===== src/rtl/dma_evt_pkg.sv =====
package dma_evt_pkg;

  typedef enum logic [1:0] {
    SEL_ENABLE = 2'd0,
    SEL_CLEAR  = 2'd1,
    SEL_SET    = 2'd2,
    SEL_NONE   = 2'd3
  } reg_sel_e;

endpackage


===== src/rtl/dma_rst_sync.sv =====
module dma_rst_sync #(
  parameter int STAGES = 2
) (
  input  logic clk,
  input  logic arst_n,
  output logic rst_n_o
);

  logic [STAGES-1:0] sync_q;

  always_ff @(posedge clk or negedge arst_n) begin
    if (!arst_n) begin
      sync_q <= '0;
    end else begin
      sync_q <= {sync_q[STAGES-2:0], 1'b1};
    end
  end

  assign rst_n_o = sync_q[STAGES-1];

endmodule


===== src/rtl/dma_evt_post.sv =====
module dma_evt_post
  import dma_evt_pkg::*;
#(
  parameter int NCH = 64,
  parameter int CHW = $clog2(NCH)
) (
  input  logic [NCH-1:0] hw_evt_i,
  input  logic           wr_en_i,
  input  logic [1:0]     wr_sel_i,
  input  logic [NCH-1:0] wr_data_i,
  input  logic           chain_vld_i,
  input  logic [CHW-1:0] chain_code_i,
  input  logic           grant_vld_i,
  input  logic [CHW-1:0] grant_ch_i,
  output logic [NCH-1:0] set_vec_o,
  output logic [NCH-1:0] clr_vec_o,
  output logic           en_load_o
);

  logic [NCH-1:0] chain_hot;
  logic [NCH-1:0] grant_hot;
  logic           wr_clear;
  logic           wr_set;

  // One-hot decode of the chain code and the granted channel.
  for (genvar k = 0; k < NCH; k++) begin : g_decode
    assign chain_hot[k] = chain_vld_i && (chain_code_i == CHW'(k));
    assign grant_hot[k] = grant_vld_i && (grant_ch_i == CHW'(k));
  end

  always_comb begin
    wr_clear  = wr_en_i && (reg_sel_e'(wr_sel_i) == SEL_CLEAR);
    wr_set    = wr_en_i && (reg_sel_e'(wr_sel_i) == SEL_SET);
    en_load_o = wr_en_i && (reg_sel_e'(wr_sel_i) == SEL_ENABLE);
    set_vec_o = hw_evt_i | chain_hot | (wr_set ? wr_data_i : '0);
    clr_vec_o = grant_hot | (wr_clear ? wr_data_i : '0);
  end

endmodule


===== src/rtl/dma_prio_pick.sv =====
module dma_prio_pick #(
  parameter int NCH = 64,
  parameter int GRP = 8,
  parameter int CHW = $clog2(NCH)
) (
  input  logic [NCH-1:0] req_i,
  output logic           vld_o,
  output logic [CHW-1:0] idx_o
);

  localparam int NGRP = NCH / GRP;
  localparam int GW   = (GRP > 1) ? $clog2(GRP) : 1;

  logic [NGRP-1:0] grp_any;
  logic [GW-1:0]   grp_idx [NGRP];

  // First level: lowest request inside each group.
  for (genvar g = 0; g < NGRP; g++) begin : g_grp
    logic [GRP-1:0] slice;
    assign slice      = req_i[g*GRP +: GRP];
    assign grp_any[g] = |slice;
    always_comb begin
      grp_idx[g] = '0;
      for (int i = GRP - 1; i >= 0; i--) begin
        if (slice[i]) grp_idx[g] = GW'(i);
      end
    end
  end

  // Second level: lowest group that has a request.
  always_comb begin
    int sel;
    sel = 0;
    for (int g = NGRP - 1; g >= 0; g--) begin
      if (grp_any[g]) sel = g;
    end
    vld_o = |grp_any;
    idx_o = CHW'(sel * GRP + int'(grp_idx[sel]));
  end

endmodule


===== src/rtl/dma_event_dispatch.sv =====
module dma_event_dispatch #(
  parameter int NCH = 64,
  parameter int GRP = 8,
  parameter int CHW = $clog2(NCH)
) (
  input  logic           clk,
  input  logic           rst_n,
  input  logic [NCH-1:0] hw_evt_i,
  input  logic           wr_en_i,
  input  logic [1:0]     wr_sel_i,
  input  logic [NCH-1:0] wr_data_i,
  input  logic           chain_vld_i,
  input  logic [CHW-1:0] chain_code_i,
  input  logic           eng_ready_i,
  output logic [NCH-1:0] pend_o,
  output logic [NCH-1:0] en_o,
  output logic           grant_vld_o,
  output logic [CHW-1:0] grant_ch_o
);

  logic           rst_sync_n;
  logic [NCH-1:0] pend_q, pend_d;
  logic [NCH-1:0] en_q, en_d;
  logic [NCH-1:0] set_vec, clr_vec;
  logic           en_load;
  logic           pick_vld;
  logic [CHW-1:0] pick_idx;

  dma_rst_sync #(.STAGES(2)) u_rst_sync (
    .clk     (clk),
    .arst_n  (rst_n),
    .rst_n_o (rst_sync_n)
  );

  dma_prio_pick #(.NCH(NCH), .GRP(GRP), .CHW(CHW)) u_pick (
    .req_i (pend_q & en_q),
    .vld_o (pick_vld),
    .idx_o (pick_idx)
  );

  always_comb begin
    grant_vld_o = eng_ready_i && pick_vld;
    grant_ch_o  = grant_vld_o ? pick_idx : '0;
  end

  dma_evt_post #(.NCH(NCH), .CHW(CHW)) u_post (
    .hw_evt_i     (hw_evt_i),
    .wr_en_i      (wr_en_i),
    .wr_sel_i     (wr_sel_i),
    .wr_data_i    (wr_data_i),
    .chain_vld_i  (chain_vld_i),
    .chain_code_i (chain_code_i),
    .grant_vld_i  (grant_vld_o),
    .grant_ch_i   (grant_ch_o),
    .set_vec_o    (set_vec),
    .clr_vec_o    (clr_vec),
    .en_load_o    (en_load)
  );

  // Next state: clears first, then sets, so a set wins on a shared bit.
  always_comb begin
    pend_d = (pend_q & ~clr_vec) | set_vec;
    en_d   = en_load ? wr_data_i : en_q;
  end

  always_ff @(posedge clk or negedge rst_sync_n) begin
    if (!rst_sync_n) begin
      pend_q <= '0;
      en_q   <= '0;
    end else begin
      pend_q <= pend_d;
      if (en_load) en_q <= en_d;
    end
  end

  assign pend_o = pend_q;
  assign en_o   = en_q;

endmodule


===== config.mk =====
export PLATFORM = sky130hd
export DESIGN_NAME = dma_event_dispatch
export DESIGN_NICKNAME = d
export VERILOG_FILES = /design/src/rtl/dma_evt_pkg.sv /design/src/rtl/dma_rst_sync.sv /design/src/rtl/dma_evt_post.sv /design/src/rtl/dma_prio_pick.sv /design/src/rtl/dma_event_dispatch.sv
export SDC_FILE = /design/constraint.sdc
export NUM_CORES = 1
export LEC_CHECK = 0
export BUFFER_PORTS_ARGS = -buffer_cell sky130_fd_sc_hd__buf_2
export CAP_MARGIN = 25
export CORE_UTILIZATION = 40
export DETAILED_ROUTE_END_ITERATION = 8
export PLACE_DENSITY_LB_ADDON = 0.12
export SETUP_SLACK_MARGIN = 0.05
export SLEW_MARGIN = 30
export SYNTH_ARGS = -nofsm -noshare
export SYNTH_HDL_FRONTEND = slang
export SYNTH_SLANG_ARGS = --single-unit

===== constraint.sdc =====
create_clock -name clk -period 3.7 [get_ports clk]
set_input_delay 0.185 -clock clk [delete_from_list [all_inputs] [get_ports clk]]
set_output_delay 0.185 -clock clk [all_outputs]
set_load 0.005 [all_outputs]

-- Word-level counts from Yosys, hierarchy flattened
Index checks and enable logic that the tools add are counted.
- word-level logic and storage cells: 363
- output and inout bits: 135
- bits in registers: 130
- bits of input ports: 141
- eq/ne operators: 128
- $add $sub $neg: 1
- reduce and logical (&&, ||, !) cells: 144
- $lt $le $gt $ge: 1
- muxes and demuxes: 78
- bitwise gates (word level): 8
- operators by type and width (cell ; count):
    $eq 6x6->1 const B ; 64
    $or 64x64->64 ; 4
    $mux 3 ; 74
    $eq 6x5->1 const B ; 32
    $logic_and 1x1->1 ; 132
    $and 64x64->64 ; 2
    $mux 64 ; 2
    $eq 6x4->1 const B ; 16
    $not 64->64 ; 1
    $reduce_or 64->1 ; 1
    $reduce_or 8->1 ; 8
    $eq 6x3->1 const B ; 8
    $ge 32x4->1 const B ; 1
    $not 3->32 ; 1
    $eq 6x2->1 const B ; 4
    $eq 6x1->1 const B ; 2
    $logic_not 6->1 ; 2
    $bmux 3 s3 ; 1
    $add 6x3->6 ; 1
    $mux 6 ; 1
    $eq 2x1->1 const B ; 1
    $eq 2x2->1 const B ; 1
    $logic_not 2->1 ; 1

-- Depth between registers and ports, before layout
Gate-level depths: netlist (run 1).
- depth in word-level cells: 22
- mapped depth: 11
- depth with buffers taken out: 10

-- Hierarchy
A second synthesis (run 1) with hierarchy kept.
- cells, all modules: 751
- area total of the unflattened synthesis: 8394.3 µm²
- by module, submodules not included (module ; cells an instance ; times used ; area each (µm²)):
    dma_event_dispatch ; 398 ; 1 ; 5445.2
    dma_evt_post ; 208 ; 1 ; 1886.8
    dma_prio_pick ; 142 ; 1 ; 1008.5
    dma_rst_sync ; 3 ; 1 ; 53.8

-- Worst setup path after synthesis (run 1)
Ideal clock, no wire load.
- kind: register to register
- start point: reg pend_q[58] (netlist: pend_o[58])
- end point: reg pend_q[62] (netlist: pend_o[62])
- stages on the path, launching flop included: 12
- setup time: 0.140 ns
- buffers on the path: 1
- clock period less this slack: 2.728 ns
- data arrival time: 2.588 ns
- slack: 0.972 ns
- cells stage by stage: dfrtp_1 a22oi_2 nand4_1 a2111o_1 a21oi_4 a2111oi_2 a311oi_4 and2_4 inv_4 buf_6 o41ai_2 o211ai_1
- word-level cells in the longest chain between the ends: 22
- RTL lines (element ; line ; source):
    start, declared ; dma_event_dispatch.sv:22 ; logic [NCH-1:0] pend_q, pend_d;
    start signal, assigned ; dma_event_dispatch.sv:71 ; pend_q <= pend_d;
    $and 64x64->64 (*) ; dma_event_dispatch.sv:36 ; .req_i (pend_q & en_q),
    $reduce_or 8->1 ; dma_prio_pick.sv:21 ; assign grp_any[g] = |slice;
    $mux 3 (8 in a row) ; dma_prio_pick.sv:35 ; if (grp_any[g]) sel = g;
    $not 3->32 (implied by the code) ; dma_prio_pick.sv:38 ; idx_o = CHW'(sel * GRP + int'(grp_idx[sel]));
    $bmux 3 s3 ; dma_prio_pick.sv:38 ;
    $mux 3 (implied by the code) (2 in a row) ; dma_prio_pick.sv:38 ;
    $add 6x3->6 ; dma_prio_pick.sv:38 ;
    $mux 6 (*) ; dma_event_dispatch.sv:43 ; grant_ch_o = grant_vld_o ? pick_idx : '0;
    named net grant_ch_o[0] ; dma_event_dispatch.sv:18 ; output logic [CHW-1:0] grant_ch_o
    $eq 6x6->1 (*) ; dma_evt_post.sv:28 ; assign grant_hot[k] = grant_vld_i && (grant_ch_i == CHW'(k));
    $logic_and 1x1->1 (*) ; dma_evt_post.sv:28 ;
    $or 64x64->64 (*) ; dma_evt_post.sv:36 ; clr_vec_o = grant_hot | (wr_clear ? wr_data_i : '0);
    $not 64->64 (*) ; dma_event_dispatch.sv:62 ; pend_d = (pend_q & ~clr_vec) | set_vec;
    $and 64x64->64 (*) ; dma_event_dispatch.sv:62 ;
    $or 64x64->64 (*) ; dma_event_dispatch.sv:62 ;
    named net pend_d[62] ; dma_event_dispatch.sv:22 ;
The timed path passes the listed nets; every way through them passes the cells marked *. The select of a mux whose other input is x is not followed.
A chain may end at the register's enable or synchronous reset.

-- Worst setup path after layout (run 1)
- start point: reg pend_q[42] (netlist: pend_o[42])
- end point: out grant_ch_o[1]
- word-level cells in the longest chain between the ends: 14
- RTL lines (element ; line):
    $and 64x64->64 (*) ; dma_event_dispatch.sv:36
    $reduce_or 8->1 ; dma_prio_pick.sv:21
    $mux 3 (6 in a row) ; dma_prio_pick.sv:35
    $not 3->32 (implied by the code) ; dma_prio_pick.sv:38
    $bmux 3 s3 ; dma_prio_pick.sv:38
    $mux 3 (implied by the code) (2 in a row) ; dma_prio_pick.sv:38
    $add 6x3->6 ; dma_prio_pick.sv:38
    $mux 6 (*) ; dma_event_dispatch.sv:43
    end, declared ; dma_event_dispatch.sv:18
Mark *: on every way between the ends. The rest lies on a longest branch, timed or not. The select of a mux whose other input is x is not followed.

==> flow_summary_export.csv, run 1 <==
group,metric,value,unit
cells_and_area,final_area,10150,sq um
setup_path,arrival,3330,ps
routing,num_vias,8155,
die,die_w,139.8,um
cts,cts_root_buf,"clkbuf_16",
global_route,grt_first_pass_wirelength,47430,um
global_route,antenna_found_initial,1,
place,pre_cts_ws,170.9,ps
die,initial_core_util,40.72,%
synth,async_reset_ff_share,100.0,%
synth,synth.most_common_cell,"nand2_1",
routing,wirelength,31790,um
synth,yosysWarnings,0,
synth,ys_ff_latch,130,
sta,clock.fmax,0.2845,GHz
routing,viasPerCell,6.072,
cts,cts_tree,"built",
cells_and_area,area.growth.synth_to_final,33.77,%
place,placed_cell_area,9254,sq um
synth,postSynthAreaPerCell,9.548,sq um
global_route,grt_max_degree,77,
setup_path,worstSetupPathType,"reg2out",
cells_and_area,n_fill_cell,1779,
pwr,peakVddDrop,0.0003408,V
cts,numCtsBuffers,17,
routing,detail-route-antenna-nets,0,
setup_path,end_kind,"output port",
synth,synth-compound-area-share,28.66,%
cts,htree_levels,4,
synth,synth_fa_ha_area_share,0,%
sta,finalSetupViolCount,0,
place,globalplace.congestion,0.9493,
setup_path,cp_max_fo,13,
sta,setup_ws,184.7,ps
die,core,18640,sq um
die,ios,276,
synth,synth_top_area_share,42.85,%
sta,clock_skew,7.714,ps
cells_and_area,nets,1237,
flow_run,max_cap_viol_count,0,
routing,dr.pass1.iters,5,
synth,synth_top_area_cell,"dfrtp_1",
sta,worst_pin_slew,947.0,ps
setup_path,critical_path.startpoint_type,"register",
global_route,grt_use_total,32.45,%
routing,drcViolationCount,0,
sta,hold_viol_final,0,
synth,synth_edf_count,0,
synth,synth-xor-area-share,0,%
synth,postSynthCellCount,795,
place,numPortBuffers,275,
die,die_area,19530,sq um
die,fp.dieH,139.8,um
place,dpl.hpwl,22870,um
worst_hold_path,min_path_type,"in2reg",
synth,synthTopCellsByArea,"dfrtp_1 (43%), mux2_2 (9.5%), nand2_1 (6.7%)",
die,fp-row-count,50,
sta,period_share,95.01,%
sta,slew_headroom,36.87,%
sta,drv_slew,0,
cts,clk_latency,430,ps
cts,clkSinkCount,130,
cells_and_area,post-route-util,54.47,%
sta,period_minus_slack,3515,ps
sta,setup_tns,0,ps
setup_path,critical_path_required,3510,ps
synth,synth_simple_gate_area_share,16.52,%
synth,synth_cell_types,70,
global_route,overflow,0,
global_route,grt_pass1_vias,7772,
outcome,outcome,"finished, final reports clean",
synth,seq_area_frac_synth,42.85,%
synth,syn_nets,936,
synth,synth.cell_area,7591,sq um
synth,netlist_top_cells_count,"nand2_1 (135), dfrtp_1 (130), a21oi_1 (67)",
pwr,power.density,468.0,nW/um^2
cells_and_area,drive_above_1_share,39.86,%
cts,clk_path_buf_depth,2,
synth,synth_top_family_by_area,"compound AO/OA/AOI/OAI gates",
cells_and_area,fin_cells,1343,
routing,drtIter0Drc,706,
cts,clk_pin_slew,60,ps
cells_and_area,antenna-diode-count,0,
place,dp.cells,1285,
synth,ys.flop_type,"dfrtp_1",
synth,synthMuxAreaShare,9.494,%
pwr,p_leak,4.167,nW
routing,wire_per_inst,23.67,um
## kinds of logic after synthesis
group / after synthesis
other: 1
AND/OR/NAND/NOR: 259
flip-flops: 130
buffers and inverters: 39
AO/OA/AOI/OAI: 302
multiplexers: 64
## final timing paths
kind,startpoint,end,slack [ps],cells past startpoint
min reg2reg,u_rst_sync.sync_q[0],u_rst_sync.sync_q[1],350,0
max reg2reg,pend_o[16],pend_o[22],280,9
min in group asynchronous,rst_n,u_rst_sync.sync_q[1],60,2
max,pend_o[42],grant_ch_o[1],180,8
min,hw_evt_i[31],pend_o[31],10,3
max in group asynchronous,u_rst_sync.sync_q[1],pend_o[17],2430,1
## worst max-delay path: stages, from the launching register on
cell and delay (ps):
dfrtp_1 430, a22oi_1 350, nand4_1 260, a2111o_1 440
a21o_1 300, a211oi_2 260, o22ai_1 170, or2_2 480
buf_2 210
## power breakdown
part,switching (mW),internal (mW)
logic,0.606,0.506
clock network,0.645,1.20
registers,0.213,1.58
total,1.46,3.29
## flip-flops by register name (all words and copies together) (netlist names)
name and cells:
u_rst_sync.sync_q 2, en_o 64, pend_o 64
## cell usage in the layout, fill, tap and decap left out, drive strengths merged, types with 4 or more instances in the layout
| master | instances |
|---|---|
| nand2 | 137 |
| nor2 | 27 |
| nand2b | 9 |
| mux2 | 64 |
| o41ai | 8 |
| a31oi | 10 |
| nor3 | 9 |
| a31o | 22 |
| and3 | 9 |
| o211ai | 31 |
| a32o | 7 |
| o21ai | 50 |
| a21boi | 11 |
| dfrtp | 130 |
| buf | 297 |
| nor2b | 4 |
| a221oi | 5 |
| clkbuf | 23 |
| a32oi | 5 |
| nor4b | 6 |
| nand3 | 30 |
| a22o | 5 |
| clkinv | 4 |
| o311ai | 6 |
| a22oi | 41 |
| a21oi | 69 |
| nand4 | 10 |
| dlygate4sd3 | 20 |
| bufinv | 4 |
| a211oi | 16 |
## final cells by class
type                            instances  area (sq um)  share of cell area, %
Inverter                                3         13.76                 0.1355
Tap cell                              234         292.8                  2.883
Sequential cell                       130          3257                  32.07
Timing Repair Buffer                  317          1767                  17.40
Clock inverter                          9         151.4                  1.491
Multi-Input combinational cell        627          4185                  41.22
Clock buffer                           23         488.0                  4.805
## metal layers
layer / up-vias / global-route usage (%) / share of wire, %
met5: - / 0 / 0.11
met1: 3941 / 45.15 / 43
li1: 3672 / - / -
met4: 2 / 11.74 / 2.7
met3: 56 / 6.986 / 9.2
met2: 484 / 49.53 / 44
## stage by stage
step | hold WS, ps | total power [mW]
final | 11.55 | 4.753
after floorplan | -110.6 | 2.356
after global routing | 12.82 | 4.939
after CTS | 2.446 | 4.750
after detailed placement | -27.60 | 2.889
after global placement | -27.01 | 2.876
## repair_timing
action | in CTS | in global routing
cloned | 0 | 1
endpoints found under the setup margin | 1 | 3
resized for setup | 0 | 3
hold endpoints to repair | 21 | 0
hold buffers | 20 | 0
setup buffers | 1 | 4
pin swaps | 1 | 1
Note: power is estimated with default switching activity, not from simulation.
==> inputs of run 2 (changes only) <==
Settings changed: CORE_ASPECT_RATIO set to 1.5.
==> flow_summary_export.csv, run 2 (synthesized netlist as in run 1, its figures left out) <==
group,metric,value,unit
outcome,outcome,"finished, final reports clean",
global_route,antenna_found_initial,0,
die,die_area,19540,sq um
setup_path,reg2reg_depth,9,
cells_and_area,final_area,10200,sq um
sta,finalSetupViolCount,0,
sta,period_share,95.10,%
setup_path,path_buf_inv,2,
setup_path,critical_path.startpoint_type,"register",
place,globalplace.congestion,0.9379,
die,initial_core_util,40.93,%
pwr,peakVddDrop,0.0002921,V
die,die_w,114.5,um
sta,hold_viol_final,0,
cts,cts_root_buf,"clkbuf_16",
cts,clk_path_buf_depth,2,
setup_path,end_kind,"output port",
routing,wire_per_inst,24.05,um
die,core,18550,sq um
global_route,overflow,0,
cells_and_area,n_fill_cell,1783,
place,pre_cts_ws,275.3,ps
place,placed_cell_area,9291,sq um
routing,detail-route-antenna-nets,0,
sta,worst_pin_slew,956.9,ps
sta,setup_ws,181.1,ps
die,fp.dieH,170.7,um
global_route,grt_first_pass_wirelength,47990,um
place,dp.cells,1305,
cts,numCtsBuffers,17,
setup_path,slowest_stage,"a2111oi_1",
die,ios,276,
setup_path,critical_path_required,3510,ps
cells_and_area,area.growth.synth_to_final,34.35,%
cts,clk_pin_slew,60,ps
setup_path,worstReg2RegEnd,"pend_o[28]",
routing,viasPerCell,6.107,
global_route,grt_max_degree,129,
routing,drtIter0Drc,665,
sta,setup_tns,0,ps
sta,clock_skew,7.548,ps
flow_run,max_cap_viol_count,0,
worst_hold_path,min_path_cells,3,
cells_and_area,nets,1240,
cells_and_area,drive_above_1_share,40.02,%
sta,clock.fmax,0.2842,GHz
cts,clk_latency,430,ps
pwr,p_leak,4.167,nW
worst_hold_path,hold_end,"pend_o[31]",
routing,num_vias,8330,
pwr,finalPower,4.731,mW
cts,htree_levels,4,
setup_path,worstSetupPathType,"reg2out",
setup_path,timing.rr.start,"pend_o[44]",
sta,slew_headroom,36.21,%
cells_and_area,post-route-util,54.99,%
setup_path,arrival,3330,ps
pwr,power.density,463.9,nW/um^2
setup_path,cp_max_fo,18,
setup_path,crit_family,"compound AO/OA/AOI/OAI gates",
cts,cts_tree,"built",
cells_and_area,layout_commonest_cell,"buf_2",
setup_path,worstPathCellList,"a22oi_1, nand4_1, a21oi_2, a21oi_4, a2111oi_1, o21bai_2, and2_4, inv_4, buf_2",
cts,clkSinkCount,130,
sta,rsz0062_at_grt,"true",
worst_hold_path,min_path_type,"in2reg",
cells_and_area,antenna-diode-count,0,
global_route,grt_use_total,33.63,%
cells_and_area,final_cell_mix,"buf_2 (275), nand2_1 (135), dfrtp_1 (129)",
worst_hold_path,hp-start,"hw_evt_i[31]",
cells_and_area,fin_cells,1364,
sta,period_minus_slack,3519,ps
global_route,grt_pass1_vias,8043,
setup_path,cp_slowest_stage_delay,610,ps
routing,wirelength,32810,um
place,dpl.hpwl,23970,um
routing,dr.pass1.iters,5,
setup_path,r2r_slack,280,ps
die,fp-row-count,61,
sta,drv_slew,0,
routing,drcViolationCount,0,
place,numPortBuffers,275,
sta,hold_slack,4.833,ps
[run 2: final cells by class]
| cell class | count | area (sq um) | area share (%) |
|---|---|---|---|
| Multi-Input combinational cell | 627 | 4188 | 41.06 |
| Sequential cell | 130 | 3257 | 31.93 |
| Timing Repair Buffer | 320 | 1797 | 17.62 |
| Clock buffer | 19 | 442.9 | 4.343 |
| Tap cell | 252 | 315.3 | 3.092 |
| Clock inverter | 13 | 185.2 | 1.816 |
| Inverter | 3 | 13.76 | 0.1350 |
[run 2: worst max-delay path by stage]
stage	slack, ps	startpoint	depth (start not counted)	end
floorplan	970	pend_o[58]	11	pend_o[62]
global placement	310	pend_o[30]	10	pend_o[44]
detailed placement	280	pend_o[31]	10	pend_o[44]
CTS	140	pend_o[31]	9	grant_ch_o[0]
global route	70	pend_o[20]	9	grant_ch_o[0]
finish	180	pend_o[20]	9	grant_ch_o[0]
[run 2: routing by layer]
metal	share of wire, %	global-route usage (%)	up-vias
met5	0	0	-
met4	5.4	20.10	0
met3	6.8	6.482	93
met2	50	57.15	448
met1	38	39.05	4101
li1	-	-	3688
[run 2: what timing repair did]
action,4_1_cts,5_1_grt
resized for setup,1,5
gates cloned,0,1
buffers inserted,0,3
hold buffers,23,0
pin swaps,0,1
endpoints found under the setup margin,1,5
endpoints found under the hold margin,24,0
[run 2: where the power goes]
group / internal [mW] / leakage (nW) / switching [mW] / total, mW
Combinational: 0.514 / 2.50 / 0.618 / 1.13
Sequential: 1.58 / 1.36 / 0.198 / 1.78
Clock: 1.14 / 0.303 / 0.673 / 1.82
[run 2: tightest hold or removal path: stages]
cell      delay (ps)
buf_2             80
a21oi_1           50
o211ai_1          80
==> inputs of run 3 (changes only) <==
Clock period 3.7 ns to 3.43 ns, I/O delays scaled along.
==> flow_summary_export.csv, run 3 (synthesized netlist as in run 1, its figures left out) <==
group,metric,value,unit
cells_and_area,final_cell_mix,"buf_2 (275), nand2_1 (133), dfrtp_1 (129)",
pwr,p_leak,4.335,nW
setup_path,critical_path_required,3260,ps
cts,htree_levels,4,
sta,rsz0062_at_grt,"true",
pwr,peakVddDrop,0.0002532,V
setup_path,critical_path.startpoint_type,"register",
cts,clkSinkCount,130,
sta,period_share,96.41,%
global_route,overflow,0,
sta,worst_pin_slew,959.7,ps
pwr,finalPower,5.030,mW
setup_path,end_kind,"output port",
sta,period_minus_slack,3307,ps
pwr,power.density,476.0,nW/um^2
global_route,grt_max_degree,65,
pwr,switching_share,31.80,%
setup_path,cp_max_fo,18,
place,dpl.hpwl,24640,um
sta,setup_tns,0,ps
setup_path,reg2reg_depth,9,
global_route,grt_first_pass_wirelength,48690,um
outcome,outcome,"finished, final reports clean",
sta,finalSetupViolCount,0,
sta,clock.fmax,0.3024,GHz
pwr,p_int,3.430,mW
worst_hold_path,min_path_type,"in2reg",
sta,slew_headroom,36.02,%
routing,wirelength,33520,um
global_route,grt_use_total,34.44,%
cts,clk_path_buf_depth,2,
global_route,grt-busiest-layer,"met2",
pwr,seq_power_share,38.4,%
worst_hold_path,hp-start,"wr_data_i[37]",
cells_and_area,fin_cells,1402,
routing,dr.pass1.iters,6,
die,fp.dieH,170.7,um
die,initial_core_util,40.93,%
cts,cts_root_buf,"clkbuf_16",
routing,drcViolationCount,0,
die,die_w,114.5,um
die,core,18550,sq um
routing,wire_per_inst,23.91,um
routing,num_vias,8473,
cells_and_area,area.growth.synth_to_final,39.21,%
global_route,grt_util_met3,5.420,%
worst_hold_path,min_path_cells,2,
global_route,use_met1,40.71,%
place,globalplace.congestion,0.9546,
cts,clk_pin_slew,60,ps
pwr,p_switching,1.600,mW
routing,viasPerCell,6.044,
sta,clock_skew,9.956,ps
cells_and_area,nets,1277,
place,numPortBuffers,275,
routing,drtIter0Drc,709,
cells_and_area,drive_above_1_share,41.51,%
cts,numCtsBuffers,17,
flow_run,max_cap_viol_count,0,
pwr,combPwrFrac,25.6,%
setup_path,timing.rr.start,"en_o[26]",
die,fp-row-count,61,
sta,drv_slew,0,
place,dp.cells,1330,
cts,clk_latency,430,ps
sta,hold_viol_final,0,
cells_and_area,layout_commonest_cell,"buf_2",
setup_path,worstSetupPathType,"reg2out",
cts,cts_tree,"built",
setup_path,arrival,3140,ps
die,ios,276,
global_route,antenna_found_initial,0,
die,die_area,19540,sq um
global_route,use_met2,58.29,%
global_route,grt_pass1_vias,8113,
pwr,power_frac_clock,36.0,%
routing,detail-route-antenna-nets,0,
setup_path,timing.critical_path.from,"pend_o[4]",
## run 3: cell count changes in the layout (fill, tap and decap cells not counted), sizes merged
cell | before | now
diode | 0 | 1
clkinv | 7 | 3
dlygate4sd3 | 23 | 36
bufinv | 4 | 2
clkinvlp | 2 | 4
buf | 297 | 322
o2111a | 2 | 1
clkbuf | 19 | 23
## run 3: cell type report
type	count	area [sq um]
clock inverter	9	105.1
sequential	130	3257
inverter	3	16.27
fill	1753	7979
clock buffer	23	478.0
multi-input combinational	626	4254
antenna	1	2.502
tap	252	315.3
timing repair buffer	358	2140
## run 3: layer usage
metal	vias up	wire length [um]	share of wire, %
li1	3748	-	-
met1	4185	12750	38
met2	437	16490	49
met3	103	2172	6.5
met4	0	2116	6.3
met5	-	0	0
## run 3: path summary, 6_finish.rpt
| check | end | slack, ps |
|---|---|---|
| max in group asynchronous | pend_o[18] | 2180 |
| worst min-delay path | en_o[37] | 10 |
| worst max-delay path | grant_ch_o[0] | 120 |
| worst min register to register | u_rst_sync.sync_q[1] | 350 |
| min in group asynchronous | u_rst_sync.sync_q[1] | 60 |
| worst max register to register | pend_o[10] | 210 |
## run 3: power groups by stage
stage	Sequential [mW]	Combinational, mW	Clock [mW]
final	1.93	1.29	1.81
after global routing	1.96	1.38	1.89
after detailed placement	1.95	1.21	0
after CTS	1.92	1.24	1.84
after floorplan	1.93	0.609	0
after global placement	1.94	1.20	0
## run 3: per-stage QoR
step                      setup WS (ps)  cell area [sq um]  util (%)  hold WS [ps]
after floorplan                   702.3               7592         -        -124.1
after global placement            165.4               9504     51.24        -41.03
after detailed placement          160.4               9504     51.24        -42.62
after CTS                         58.46              10440     56.31        0.5197
after global routing              9.852              10570     56.97         5.713
final                             123.2              10570     56.98         10.75
## run 3: worst max-delay path, stage by stage, from the launching register on
cell and delay [ps]:
dfrtp_1 400, a22oi_1 390, nand3_1 230, nor3_4 350, buf_4 200, nand2_1 260, o21bai_2 310, and2_4 210
inv_6 200, buf_2 160
## run 3: timing repair
action | 4_1_cts | 5_1_grt
buffers inserted | 0 | 3
endpoints found under the hold margin | 35 | 1
pin swaps | 0 | 3
hold buffers | 35 | 1
setup endpoints to repair | 2 | 5
cloned | 0 | 0
resized for setup | 2 | 16
